`src/rtl/swallow_divider.sv`:
```
module swallow_divider #(
  parameter int WORD_W  = 16,
  parameter int PRE_W   = 4,
  parameter int DIR_W   = 12,
  parameter int DIR_MIN = 4
) (
  input  logic              clk,
  input  logic              rst,
  input  logic [WORD_W-1:0] div_word,
  input  logic              band_hi,
  input  logic              swallow_en,
  output logic              div_pulse
);
  localparam int MAIN_W = WORD_W - PRE_W;
  localparam logic [WORD_W-1:0] SW_MIN_W  = WORD_W'(2 ** (2 * PRE_W));
  localparam logic [WORD_W-1:0] DIR_MIN_W = WORD_W'(DIR_MIN);
  localparam logic [WORD_W-1:0] DIR_MAX_W = WORD_W'(2 ** DIR_W);
  localparam logic [PRE_W:0]    TOP_LONG  = (PRE_W+1)'(2 ** PRE_W);
  localparam logic [PRE_W:0]    TOP_SHORT = (PRE_W+1)'(2 ** PRE_W - 1);

  // clamped next settings
  logic [WORD_W-1:0] n_sw, n_dir, n_dir_m1;
  logic [PRE_W-1:0]  nx_a;
  logic [MAIN_W-1:0] nx_mlast;
  logic [DIR_W-1:0]  nx_dlast;

  assign n_sw     = (div_word < SW_MIN_W) ? SW_MIN_W : div_word;
  assign n_dir    = (div_word < DIR_MIN_W) ? DIR_MIN_W :
                    (div_word > DIR_MAX_W) ? DIR_MAX_W : div_word;
  assign n_dir_m1 = n_dir - 1'b1;
  assign nx_a     = n_sw[PRE_W-1:0];
  assign nx_mlast = n_sw[WORD_W-1:PRE_W] - 1'b1;
  assign nx_dlast = n_dir_m1[DIR_W-1:0];

  // active settings, loaded only at a period boundary
  logic              cfg_dv, cfg_sw;
  logic [MAIN_W-1:0] cfg_mlast;
  logic [DIR_W-1:0]  cfg_dlast;

  // counters
  logic              half;
  logic [PRE_W:0]    pre_c;
  logic [PRE_W-1:0]  sw_left;
  logic [MAIN_W-1:0] main_c;
  logic [DIR_W-1:0]  dir_c;

  logic tick, pre_last, period_end;

  assign tick       = cfg_dv ? half : 1'b1;
  assign pre_last   = pre_c == ((sw_left != '0) ? TOP_LONG : TOP_SHORT);
  assign period_end = tick && (cfg_sw ? (pre_last && main_c == cfg_mlast)
                                      : (dir_c == cfg_dlast));

  always_ff @(posedge clk) begin
    if (rst || period_end) begin
      cfg_dv    <= band_hi;
      cfg_sw    <= band_hi | swallow_en;
      cfg_mlast <= nx_mlast;
      cfg_dlast <= nx_dlast;
      sw_left   <= nx_a;
      half      <= 1'b0;
      pre_c     <= '0;
      main_c    <= '0;
      dir_c     <= '0;
      div_pulse <= !rst;
    end else begin
      div_pulse <= 1'b0;
      half      <= ~half;
      if (tick) begin
        if (cfg_sw) begin
          if (pre_last) begin
            pre_c  <= '0;
            main_c <= main_c + 1'b1;
            if (sw_left != '0) sw_left <= sw_left - 1'b1;
          end else begin
            pre_c <= pre_c + 1'b1;
          end
        end else begin
          dir_c <= dir_c + 1'b1;
        end
      end
    end
  end
endmodule

```
`config.mk`:
```
export PLATFORM = sky130hd
export DESIGN_NAME = swallow_divider
export DESIGN_NICKNAME = d
export VERILOG_FILES = /design/src/rtl/swallow_divider.sv
export SDC_FILE = /design/constraint.sdc
export NUM_CORES = 1
export LEC_CHECK = 0
export BUFFER_PORTS_ARGS = -buffer_cell sky130_fd_sc_hd__buf_2
export CORE_MARGIN = 3
export CORE_UTILIZATION = 55
export CTS_BUF_LIST = sky130_fd_sc_hd__clkbuf_16
export DETAILED_ROUTE_END_ITERATION = 10
export PLACE_DENSITY = 0.76
export REMOVE_ABC_BUFFERS = 1
export SLEW_MARGIN = 20
export SYNTH_ARGS = -nofsm -noshare
export SYNTH_HDL_FRONTEND = slang
export SYNTH_SLANG_ARGS = --single-unit
```
`constraint.sdc`:
```
create_clock -name clk -period 2.5 [get_ports clk]
set_input_delay 0.375 -clock clk [delete_from_list [all_inputs] [get_ports clk]]
set_output_delay 0.375 -clock clk [all_outputs]
set_load 0.02 [all_outputs]
```
==> results.txt <==
* First DRT Iteration DRCs: about 180
- Clk network pwr share: 45.9%
- The floorplan step defined a die boundary enclosing 7260 µm².
* Area of the multi-input gates: around 1800 µm²
- Counting the buffers created by CTS gives 9.
- Clock tree synthesis found a total of 61 sinks.
- On the critical path the largest part of the delay comes from simple AND/OR/NAND/NOR gates.
- In this run the power spent charging and discharging nets is around 0.57 mW.
- Register share of total power: between 40% and 50%
* Post-synthesis area per instance: just under 10 µm²
- The via count of the first global-routing pass is approximately 2,600.
* Worst r2r src: sw_left[0]
* DRC errors left: 0
* Leakage power figure: 1.42 nW
- Fill cell total of the finished layout: around 450
- In this run, the combinational gates consume ~9% of the power.
- The portion of synthesized area spent on multiplexers is under 10%.
- In this run the worst hold path is classified as in2reg.
- Final Power: between 2 and 3 mW
* Critical path endpoint category: flip-flop
- The finished layout holds approximately 470 standard cells, fillers aside.
- For the pin with the worst max-slew slack, the measured transition is about 0.70 ns.
- In the synthesized netlist the dominant register cell turns out to be dfxtp_1.
* FF+latch count, synth: between 60 and 70
- Cell internal pwr: about 2.0 mW
- Classification of the worst setup path: reg2reg
- Xor and xnor area share after synthesis: 11.9%
* Post-route minimum period: around 2.3 ns
- R2R setup slack: slightly below 0.2 ns
- The die is about 85 µm tall.
- Gpl congestion: a little under 0.9
- In this run the most critical hold path is launched from band_hi.
- Across every metal layer, demand over resource in global routing totals a little over a fifth.
* Layout overhead on the synthesized area: 15.5%
- Of the total synthesized cell area, the portion taken by AND, OR, NAND and NOR gates is 22.8%.
- Once placement completed, the tool counted placed cells totaling between 400 and 500.
- Worst-path clk slew: 0.05 ns
- I/O pin cnt: 21
- The total overflow left after global routing is 0.
- The number of antenna violations at the first check in global routing was 0.
- Fraction of layout cells with a size suffix above 1: roughly 19%
* DRT antenna net count: 0
- The library cells used most frequently in the layout, excluding fill and tap cells, are nand2_1, dfxtp_1, xnor2_1, edfxtp_1, nor2_1.
- In this run the worst path has a maximum fanout of 20.
* Synth Area in Compound Gates: between 10% and 20%
* First-pass DRT Iterations: 4
- First-pass GRT wire length: about 12,000 µm
- At the worst endpoint, the arrival time is roughly 2.6 ns.
- Sw frac: 22.4%
* DP Wirelength: about 5200 µm
* Final wirelength: about 7100 µm
* TritonCTS clock tree: done
- Period utilisation layout: just over 90%
* Number of antenna diodes: 0
- Of all flip-flops after synthesis, the portion carrying an async set or reset was 0%.
- From left edge to right edge, the die measures approximately 85 µm.
- Dominant combinational cell family by area after synthesis: simple AND/OR/NAND/NOR gates
- The synthesized netlist devotes between 2 and 2.5% of its cell area to adder and majority cells.
- In the final routed layout, each cell accounts on average for between 15 and 20 µm.
- In the post-synthesis netlist, the biggest area contributors are edfxtp_1, dfxtp_1, xnor2_1.
- On the critical path, the stage with the largest delay is an instance of or4_1.
- Cell-by-cell listing of the critical path: inv_1 > ha_1 > nor3b_2 > buf_4 > o32a_2 > or4_1 > a21oi_1
* Sequential cell area: between 1500 and 2000 µm²
- Via density per instance: 5.78
* Final setup fails: 0
- Port buffering added 20 buffers.
- Entering global routing, the biggest net connects 53 pins.
* Gate Count Post-Synth: 350
* Vias: ~2,700
- After synthesis, flip-flops and latches occupy between 40 and 50% of the total area.
* Commonest non-fill, non-tap cell in the layout: nand2_1
* Count of max-cap constraint violations: 0
- CTS root buf: clkbuf_16
* Net count, final: 414
- Required time of the critical path: between 2 and 3 ns
- For this run, the slowest stage of the critical path takes between 0.5 and 0.6 ns.
* Number of hold-slack violations in the final timing report: 0
* Peak ir drop on the vdd network: between 0.4 and 0.5 mV
- Relative max-transition margin: 52.7%
* PD cells: between 600 and 700 nW/µm²
- Share of the synthesized area in the top cell type: about a quarter
* Setup WS pre-CTS: 0.00606 ns
* Max H-tree Level: 3
* Effective utilization at floorplan: ~58%
* Type of origin of the critical path: flip-flop
- The number of buffers and inverters on the critical path is 2.
- CP startpoint: sw_left[0]
- Area leader, netlist: edfxtp_1
* Placeable core region: 5990 µm²
* Max Clock Skew: approximately 0.0058 ns
* Final number of max-transition violations: 0
* Synthesis Warnings: 0
- Number of enable flip-flop cells after synthesis: 30
- Final WS setup: roughly 0.20 ns
- Cell area after technology mapping: about 3400 µm²
- Result of the run: finished clean
- Clock Tree Buf Depth: 2
- For this design, the CTS-stage hold fixing added 0 buffers.
- Final core occ: around two thirds
- Maximum clock frequency: between 400 and 500 MHz
* Unique masters post-synth: 57
- Unrepaired setup endpoints after global routing: false
- Latest clock arrival within the worst-skew pair: 0.33 ns
- After floorplanning, the core was divided into 28 placement rows.
## worst paths after layout
check	to	depth (start not counted)
worst max-delay path	main_c[5]	7
worst min-delay path	cfg_dv	1
worst max register to register	main_c[5]	7
worst min register to register	half	1
## power groups by stage
| stage | sequential [mW] | combinational, mW | clock (mW) |
|---|---|---|---|
| 2_1_floorplan | 1.16 | 0.134 | 0 |
| 4_1_cts | 1.14 | 0.226 | 1.18 |
| 3_5_place_dp | 1.16 | 0.226 | 0 |
| 5_1_grt | 1.15 | 0.253 | 1.23 |
| 3_3_place_gp | 1.16 | 0.217 | 0 |
| 6_report | 1.14 | 0.227 | 1.17 |
## registers in the layout, summed over array words and instances (netlist names)
signal / flops
cfg_dlast: 12
cfg_dv: 1
cfg_mlast: 12
cfg_sw: 1
dir_c: 12
div_pulse: 1
half: 1
main_c: 12
pre_c: 5
sw_left: 4
## through the flow
stage          hold WS, ns  TNS, ns  instance area [µm²]
5_1_grt              0.226        0                 3980
3_5_place_dp         0.422        0                 3700
6_report             0.234        0                 3980
3_3_place_gp         0.417        0                 3700
4_1_cts              0.226        0                 3980
2_1_floorplan        0.407   -35.30                 3320
## metal layers
layer	wire length, µm	track usage [%]
met2	3300	33.3
met5	0	0
met3	411	5.15
met1	3170	28.1
met4	213	9.78
## worst reg2reg max path: stages (launching register included)
cell and delay [ns]:
edfxtp_1 0.38, inv_1 0.06, ha_1 0.23, nor3b_2 0.19
buf_4 0.15, o32a_2 0.53, or4_1 0.57, a21oi_1 0.15
## cells in the mapped netlist, drive strengths merged (2+ instances only)
| cell type | n |
|---|---|
| or4 | 11 |
| mux2i | 5 |
| or3 | 2 |
| xor2 | 17 |
| o21ai | 7 |
| nand2 | 37 |
| nor3 | 17 |
| nand3b | 4 |
| and4 | 2 |
| ha | 6 |
| o31ai | 9 |
| nand4 | 4 |
| nand2b | 4 |
| a211oi | 3 |
| o221a | 3 |
| nor2b | 2 |
| nand3 | 14 |
| edfxtp | 30 |
| nor2 | 26 |
| o32a | 3 |
| nor3b | 3 |
| inv | 13 |
| o22a | 2 |
| nor4 | 6 |
| and3 | 6 |
| clkbuf | 5 |
| a21o | 2 |
| buf | 11 |
| o211ai | 2 |
| or2b | 2 |
| or2 | 3 |
| xnor2 | 30 |
| a21oi | 19 |
| dfxtp | 31 |
## timing repair
action / CTS / global route
buffers inserted: 0 / 0
resized for setup: 0 / 1
endpoints found under the setup margin: 0 / 9
## final cells by class
type / instances / area share, %
Tap cell: 75 / 2.36
Multi-Input combinational cell: 260 / 44.0
Clock buffer: 9 / 5.66
Sequential cell: 61 / 38.2
Clock inverter: 6 / 1.38
Timing Repair Buffer: 43 / 7.17
Inverter: 13 / 1.23
## cell families (layout without fill, tap and decap cells)
kind of cell / count (synthesis) / in the layout
AOI/OAI and AO/OA: 56 / 56
buffers and inverters: 29 / 71
muxes: 5 / 5
adders and majority gates: 6 / 6
xor gates and xnor gates: 47 / 47
and+or+nand+nor: 146 / 146
DFF: 61 / 61
Note: power is estimated with default switching activity, not from simulation.
